File: src/rtl/modwrap_pkg.sv
package modwrap_pkg;

  typedef enum logic [1:0] {
    DIR_UP   = 2'd0,
    DIR_DOWN = 2'd1,
    DIR_PORT = 2'd2
  } dir_mode_e;

  typedef enum logic [2:0] {
    OP_HOLD  = 3'd0,
    OP_CLEAR = 3'd1,
    OP_SET   = 3'd2,
    OP_LOAD  = 3'd3,
    OP_STEP  = 3'd4
  } op_e;

endpackage

File: src/rtl/modwrap_arbiter.sv
module modwrap_arbiter
  import modwrap_pkg::*;
#(
  parameter int HAS_SET = 1
) (
  input  logic clk_en,
  input  logic cnt_en,
  input  logic sclr,
  input  logic sset,
  input  logic sload,
  output op_e  op
);

  logic set_live;
  assign set_live = sset && (HAS_SET != 0);

  always_comb begin
    if (!clk_en)        op = OP_HOLD;
    else if (sclr)      op = OP_CLEAR;
    else if (set_live)  op = OP_SET;
    else if (sload)     op = OP_LOAD;
    else if (cnt_en)    op = OP_STEP;
    else                op = OP_HOLD;
  end

endmodule

File: src/rtl/modwrap_stepper.sv
module modwrap_stepper
  import modwrap_pkg::*;
#(
  parameter int        WIDTH    = 8,
  parameter int        USE_MOD  = 1,
  parameter int        MODULUS  = 10,
  parameter dir_mode_e DIR_MODE = DIR_PORT
) (
  input  logic [WIDTH-1:0] cur,
  input  logic             up_dn,
  output logic [WIDTH-1:0] nxt
);

  localparam logic [WIDTH-1:0] TOP_VAL =
    (USE_MOD != 0) ? WIDTH'(MODULUS - 1) : {WIDTH{1'b1}};

  logic go_up;
  assign go_up = (DIR_MODE == DIR_PORT) ? up_dn : (DIR_MODE == DIR_UP);

  always_comb begin
    if (go_up) nxt = (cur >= TOP_VAL) ? '0 : cur + 1'b1;
    else       nxt = (cur == '0) ? TOP_VAL : cur - 1'b1;
  end

endmodule

File: src/rtl/modwrap_counter.sv
module modwrap_counter
  import modwrap_pkg::*;
#(
  parameter int        WIDTH     = 8,
  parameter int        USE_MOD   = 1,
  parameter int        MODULUS   = 10,
  parameter int        HAS_SET   = 1,
  parameter int        SET_VALUE = 7,
  parameter dir_mode_e DIR_MODE  = DIR_PORT
) (
  input  logic             clk,
  input  logic             rst,
  input  logic             clk_en,
  input  logic             cnt_en,
  input  logic             sclr,
  input  logic             sset,
  input  logic             sload,
  input  logic [WIDTH-1:0] load_data,
  input  logic             up_dn,
  output logic [WIDTH-1:0] count
);

  localparam logic [WIDTH-1:0] SET_WORD = WIDTH'(SET_VALUE);
  localparam logic [WIDTH-1:0] TOP_VAL  =
    (USE_MOD != 0) ? WIDTH'(MODULUS - 1) : {WIDTH{1'b1}};

  if (USE_MOD != 0 && WIDTH > 31) begin : g_bad_mod
    $error("modulus option needs WIDTH of 31 or less");
  end
  if (HAS_SET != 0 && WIDTH > 31) begin : g_bad_set
    $error("set option needs WIDTH of 31 or less");
  end
  if (HAS_SET != 0 && USE_MOD != 0 && SET_VALUE >= MODULUS) begin : g_bad_setval
    $error("SET_VALUE must lie below MODULUS");
  end

  op_e              op;
  logic [WIDTH-1:0] stepped;
  logic [WIDTH-1:0] next_q;

  modwrap_arbiter #(.HAS_SET(HAS_SET)) u_arb (
    .clk_en (clk_en),
    .cnt_en (cnt_en),
    .sclr   (sclr),
    .sset   (sset),
    .sload  (sload),
    .op     (op)
  );

  modwrap_stepper #(
    .WIDTH    (WIDTH),
    .USE_MOD  (USE_MOD),
    .MODULUS  (MODULUS),
    .DIR_MODE (DIR_MODE)
  ) u_step (
    .cur   (count),
    .up_dn (up_dn),
    .nxt   (stepped)
  );

  always_comb begin
    unique case (op)
      OP_CLEAR: next_q = '0;
      OP_SET:   next_q = SET_WORD;
      OP_LOAD:  next_q = load_data;
      OP_STEP:  next_q = stepped;
      default:  next_q = count;
    endcase
  end

  always_ff @(posedge clk) begin
    if (rst) count <= '0;
    else     count <= next_q;
  end

  p_frozen_r2: assert property (@(posedge clk) disable iff (rst)
    !clk_en |=> count == $past(count));

  p_clear_wins_r3: assert property (@(posedge clk) disable iff (rst)
    (clk_en && sclr) |=> count == '0);

  p_set_wins_r4: assert property (@(posedge clk) disable iff (rst)
    (HAS_SET != 0 && clk_en && !sclr && sset) |=> count == SET_WORD);

  p_load_wins_r5: assert property (@(posedge clk) disable iff (rst)
    (clk_en && !sclr && !(sset && HAS_SET != 0) && sload)
    |=> count == $past(load_data));

  p_idle_r6: assert property (@(posedge clk) disable iff (rst)
    (clk_en && !sclr && !(sset && HAS_SET != 0) && !sload && !cnt_en)
    |=> $stable(count));

  p_in_range_r7: assert property (@(posedge clk) disable iff (rst)
    (clk_en && !sclr && !(sset && HAS_SET != 0) && !sload && cnt_en &&
     count <= TOP_VAL) |=> count <= TOP_VAL);

endmodule

File: config.mk
export PLATFORM = sky130hd
export DESIGN_NAME = modwrap_counter
export DESIGN_NICKNAME = d
export VERILOG_FILES = /design/src/rtl/modwrap_pkg.sv /design/src/rtl/modwrap_arbiter.sv /design/src/rtl/modwrap_stepper.sv /design/src/rtl/modwrap_counter.sv
export SDC_FILE = /design/constraint.sdc
export NUM_CORES = 1
export LEC_CHECK = 0
export BUFFER_PORTS_ARGS = -buffer_cell sky130_fd_sc_hd__buf_2
export CORE_MARGIN = 4
export CORE_UTILIZATION = 44
export CTS_CLUSTER_SIZE = 14
export DETAILED_ROUTE_END_ITERATION = 10
export PLACE_DENSITY = 0.73
export SYNTH_ARGS = -nofsm -noshare
export SYNTH_HDL_FRONTEND = slang
export SYNTH_SLANG_ARGS = --single-unit
File: constraint.sdc
create_clock -name clk -period 1.75 [get_ports clk]
set_input_delay 0 -clock clk [delete_from_list [all_inputs] [get_ports clk]]
set_output_delay 0 -clock clk [all_outputs]
set_load 0.01 [all_outputs]
==> impl_metrics.yaml, run 1 <==
pwr:
  max-vdd-ir-drop_mv: 0.280
  p_per_area_mw_per_mm2: 513
  fin_total_pwr_mw: 0.541
  leakage_nw: 0.462
clock_network:
  cts-buffers-inserted: 3
  root_buffer: "clkbuf_4"
  clkSlewWorstSetupHoldPaths_ns: 0.06
  clock-sinks: 8
  cts_tree: "done"
  clockBufferDepth: 2
  clk_latency_ns: 0.26
  h-tree-depth: 1
synthesis:
  synth_edf_count: 0
  syn_inst: 101
  synth_area_leaders: "dfxtp_1 21%, a21oi_1 6.5%, ha_1 6.5%, nor2_1 5.9%, nor4_4 5.5%"
  synth_top_cell_by_area: "dfxtp_1"
  synth_area_um2: 768
  synth_top_area_share: 0.208
  synth_cell_types: 38
  synth_warnings: 0
  synthSimpleGateAreaFrac: 0.366
  synthMuxAreaShare: 0
  seq_area_frac_synth: 0.208
  synth_top_family_by_area: "simple AND/OR/NAND/NOR gates"
  ys_seq_elements: 8
  synth-main-ff-cell: "dfxtp_1"
  synth_xor_area_frac: 0.0228
  synth_compound_area_frac: 0.283
  synth_adder_area_share: 0.0651
  synth_nets: 121
  syn_avg_cell_area_um2: 7.61
  async_flop_share: 0
sta:
  period_share: 0.958
  setup_viol: 0
  grt_setup_unrepaired: "no"
  maxSlewViolCount: 0
  clock.fmax_mhz: 597
  fin_crit_ns: 1.68
  fin_tns_setup_ns: 0
  skew_ns: 0.000715
  worst_pin_slew_ns: 0.459
  relSlewSlack: 0.689
  holdWs_ns: 0.00270
  final_hold_viol_count: 0
worst_setup_path:
  critPathCaptureType: "register"
  worstSetupPathType: "register to register"
  crit_fanout: 7
  rrSetupSlack_ns: 0.07
  ff2ff_path_depth: 7
  start_kind: "register"
  reg2reg_from: "count[0]"
  cp.required_ns: 1.95
  worstPathArrival_ns: 1.87
  r2r_end: "count[7]"
floorplan:
  chipHeight_um: 49.8
  ios: 24
  num_rows: 14
  design.die.area_mm2: 0.00248
  die_w_um: 49.8
  coreArea_mm2: 0.00158
  initial_core_util: 0.487
layout:
  reg_top3: "count: 8 flops"
  largest_register: "count"
  n_antenna_cell: 0
  fin_util: 0.670
  area_delta_synth_final_pct: 37.5
  largest_register_ffs: 8
  fill_cells: 150
  layout_commonest_cell: "buf_2"
  layout.nets: 162
  fin_area_mm2: 0.00106
  drive_above_1_share: 0.371
  layout.cells.most_common_list: "23 x buf_2, 13 x buf_4, 12 x nor2_1"
global_route:
  antenna_found_initial: 0
  grt_use_total: 0.215
  grt-ovfl-total: 0
  top_usage_layer: "met2"
  use_met2: 0.346
  grt_pass1_vias: 892
  grt_util_met3: 0.0753
  grt_max_degree: 13
  use_met1: 0.239
  grt_pass1_wl_um: 4040
drt:
  dr.first_iter.drc_count: 48
  post-route-drc-count: 0
  wl_um: 2550
  first_pass_iters: 4
  ant_nets: 0
  route.detailed.wl_per_inst_um: 16.3
  num_vias: 982
  via_per_inst: 6.29
place:
  placedInstanceArea_um2: 985
  gp_congestion: 0.873
  hpwl_um: 1910
  portBuffers: 23
hold_path:
  hold_depth: 3
  hold_path_class: "primary input to register"
  hp-start: "load_data[6]"
  whs_endpoint: "count[6]"
run:
  maxCapViolations: 0
status:
  run_status: "finished clean"
[how the worst max path moves through the flow]
stage | from | end | cells past startpoint
final | count[0] | count[7] | 7
after floorplan | count[1] | count[7] | 7
after global placement | count[4] | count[6] | 6
after detailed placement | count[0] | count[7] | 7
after global routing | count[0] | count[7] | 6
after CTS | count[4] | count[6] | 6
[what timing repair did]
item / in CTS / in global routing
hold endpoints to repair: 3 / 0
endpoints found under the setup margin: 1 / 1
pin swaps: 2 / 1
resized for setup: 3 / 0
buffers inserted: 0 / 1
hold buffers: 3 / 0
[metal layers]
metal | routed length [um] | part of all wire | vias up
met2 | 1220 | 0.48 | 65
met1 | 957 | 0.38 | 438
met3 | 264 | 0.10 | 14
met5 | 0 | 0 | -
met4 | 105 | 0.041 | 0
li1 | - | - | 465
[cells in the mapped netlist, types with 2 or more instances]
cell type and instances:
nor2_1 12, nand2_1 7, o21ai_1 3, nor3b_1 2
a31oi_1 6, nand3_1 2, nand2b_1 2, nor2b_1 2
and4_1 2, nor4_4 2, nor3_1 2, inv_1 6
a21oi_1 10, dfxtp_1 8, ha_1 4, o21ai_0 3
clkbuf_1 2, nand4_1 5, a22oi_1 2
[cell families after synthesis]
kind of cell / Yosys count
simple gates: 46
compound gates: 32
buf+inv: 9
flops: 8
fa+ha+maj: 4
xor+xnor: 2
[per-stage QoR]
step	std cells	setup WS, ns
floorplan	101	0.0117
global placement	149	0.128
detailed placement	149	0.0425
CTS	155	0.0774
global route	156	0.00334
finish	156	0.0742
[worst max-delay path: stages (launching register included)]
cell and delay, ns:
dfxtp_4 0.37, inv_2 0.07, ha_2 0.19, nor3b_4 0.22
o22ai_2 0.13, nor4_4 0.16, or3b_1 0.39, o211ai_2 0.07
[report_power, final]
part	internal [mW]	switching, mW
Sequential	0.188	0.00781
Clock	0.0794	0.0753
Combinational	0.0892	0.102
Total	0.356	0.185
[layout make-up]
type	count	area [um2]	area share
Timing Repair Buffer	39	243	0.230
Multi-Input combinational cell	84	583	0.552
Clock buffer	3	22.5	0.0213
Sequential cell	8	165	0.156
Tap cell	16	20.0	0.0190
Inverter	6	22.5	0.0213
No activity file was read; power rests on OpenSTA's default activity.
==> run 2, diff against run 1 <==
Settings changed: CTS_CLUSTER_DIAMETER from default to 100, PLACE_DENSITY 0.73 to 0.79, SLEW_MARGIN from default to 20.
==> impl_metrics.yaml, run 2 (synthesis gave the netlist of run 1 again) <==
sta:
  period_share: 0.953
  final_hold_viol_count: 0
  maxSlewViolCount: 0
  fin_tns_setup_ns: 0
  relSlewSlack: 0.661
  clock.fmax_mhz: 600
  skew_ns: 0.00285
  grt_setup_unrepaired: "no"
  finalWorstSetupSlack_ns: 0.0820
  worst_pin_slew_ns: 0.501
  fin_crit_ns: 1.67
  setup_viol: 0
worst_setup_path:
  worstPathArrival_ns: 1.86
  cp-endpoint: "count[7]"
  r2r_end: "count[7]"
  crit_fanout: 3
  critPathCaptureType: "register"
  start_kind: "register"
  reg2reg_from: "count[1]"
  ff2ff_path_depth: 7
  cp.required_ns: 1.94
  startpoint: "count[1]"
  rrSetupSlack_ns: 0.08
  worstSetupPathType: "register to register"
drt:
  dr.first_iter.drc_count: 37
  first_pass_iters: 5
  wl_um: 2530
  route.detailed.wl_per_inst_um: 16.3
  via_per_inst: 6.29
  post-route-drc-count: 0
  ant_nets: 0
  num_vias: 975
pwr:
  fin_total_pwr_mw: 0.526
  p_per_area_mw_per_mm2: 501
  leakage_nw: 0.458
  max-vdd-ir-drop_mv: 0.320
floorplan:
  chipHeight_um: 49.8
  design.die.area_mm2: 0.00248
  coreArea_mm2: 0.00158
  initial_core_util: 0.487
  ios: 24
  die_w_um: 49.8
  num_rows: 14
layout:
  layout_commonest_cell: "buf_2"
  largest_register_ffs: 8
  largest_register: "count"
  area_delta_synth_final_pct: 36.5
  n_antenna_cell: 0
  reg_top3: "count: 8 flops"
  fill_cells: 151
  drive_above_1_share: 0.360
  layout.nets: 161
  layout.cells.most_common_list: "23 x buf_2, 12 x nor2_1, 11 x buf_4"
clock_network:
  cts-buffers-inserted: 3
  clockBufferDepth: 2
  h-tree-depth: 1
  cts_tree: "done"
  clk_latency_ns: 0.26
  root_buffer: "clkbuf_4"
  clock-sinks: 8
  post-cts-setup-buffers: 0
  clkSlewWorstSetupHoldPaths_ns: 0.06
run:
  maxCapViolations: 0
hold_path:
  hold_path_class: "primary input to register"
place:
  portBuffers: 23
  hpwl_um: 2000
  dp_slack_ns: 0.000285
  gp_congestion: 0.953
status:
  run_status: "finished clean"
global_route:
  grt_pass1_vias: 881
  grt_use_total: 0.211
  grt_pass1_wl_um: 4010
  grt_max_degree: 13
  antenna_found_initial: 0
  grt-ovfl-total: 0
-- run 2: layout make-up --
type	count	area, um2	share of cell area
clock buffer	3	22.5	0.0215
inverter	6	22.5	0.0215
multi-input combinational	84	581	0.554
sequential	8	165	0.158
tap	16	20.0	0.0191
timing repair buffer	38	238	0.227
-- run 2: through the flow --
stage	area, um2	hold slack (ns)	instances	utilization
after floorplan	778	0.118	101	-
after global placement	977	0.217	148	0.620
after detailed placement	977	0.233	148	0.620
after CTS	1040	0.0331	155	0.660
after global routing	1050	0.0740	155	0.665
final	1050	0.0394	155	0.665
-- run 2: critical path, cell delays in order (launching register included) --
cell	delay, ns
dfxtp_2	0.32
inv_1	0.08
ha_1	0.21
nor3b_2	0.22
o22ai_2	0.14
nor4_4	0.17
or3b_1	0.38
o211ai_2	0.08
-- run 2: report_power, final --
part | switching, mW | leakage, nW | internal (mW)
logic | 0.0970 | 0.378 | 0.0833
registers | 0.00945 | 0.0661 | 0.188
clock network | 0.0688 | 0.0138 | 0.0789
total | 0.175 | 0.458 | 0.350
-- run 2: repair_timing --
action | CTS | global route
resized for setup | 0 | 2
endpoints found under the hold margin | 4 | 0
cloned | 0 | 0
endpoints found under the setup margin | 1 | 1
pin swaps | 3 | 0
hold buffers | 4 | 0
-- run 2: how the worst min path moves through the flow --
stage	start	endpoint	slack, ns	cells after the start
2_1_floorplan	load_data[7]	count[7]	0.12	2
3_3_place_gp	load_data[7]	count[7]	0.22	3
3_5_place_dp	load_data[7]	count[7]	0.23	3
4_1_cts	load_data[5]	count[5]	0.03	3
5_1_grt	rst	count[6]	0.07	2
6_report	load_data[5]	count[5]	0.04	3
-- run 2: layer usage --
layer  GRT usage  part of all wire  vias to the layer above
met5           0                 0                        -
met4      0.0922             0.021                        0
met3      0.0663             0.097                        8
met2       0.363              0.50                       63
met1       0.235              0.38                      446
li1            -                 -                      458
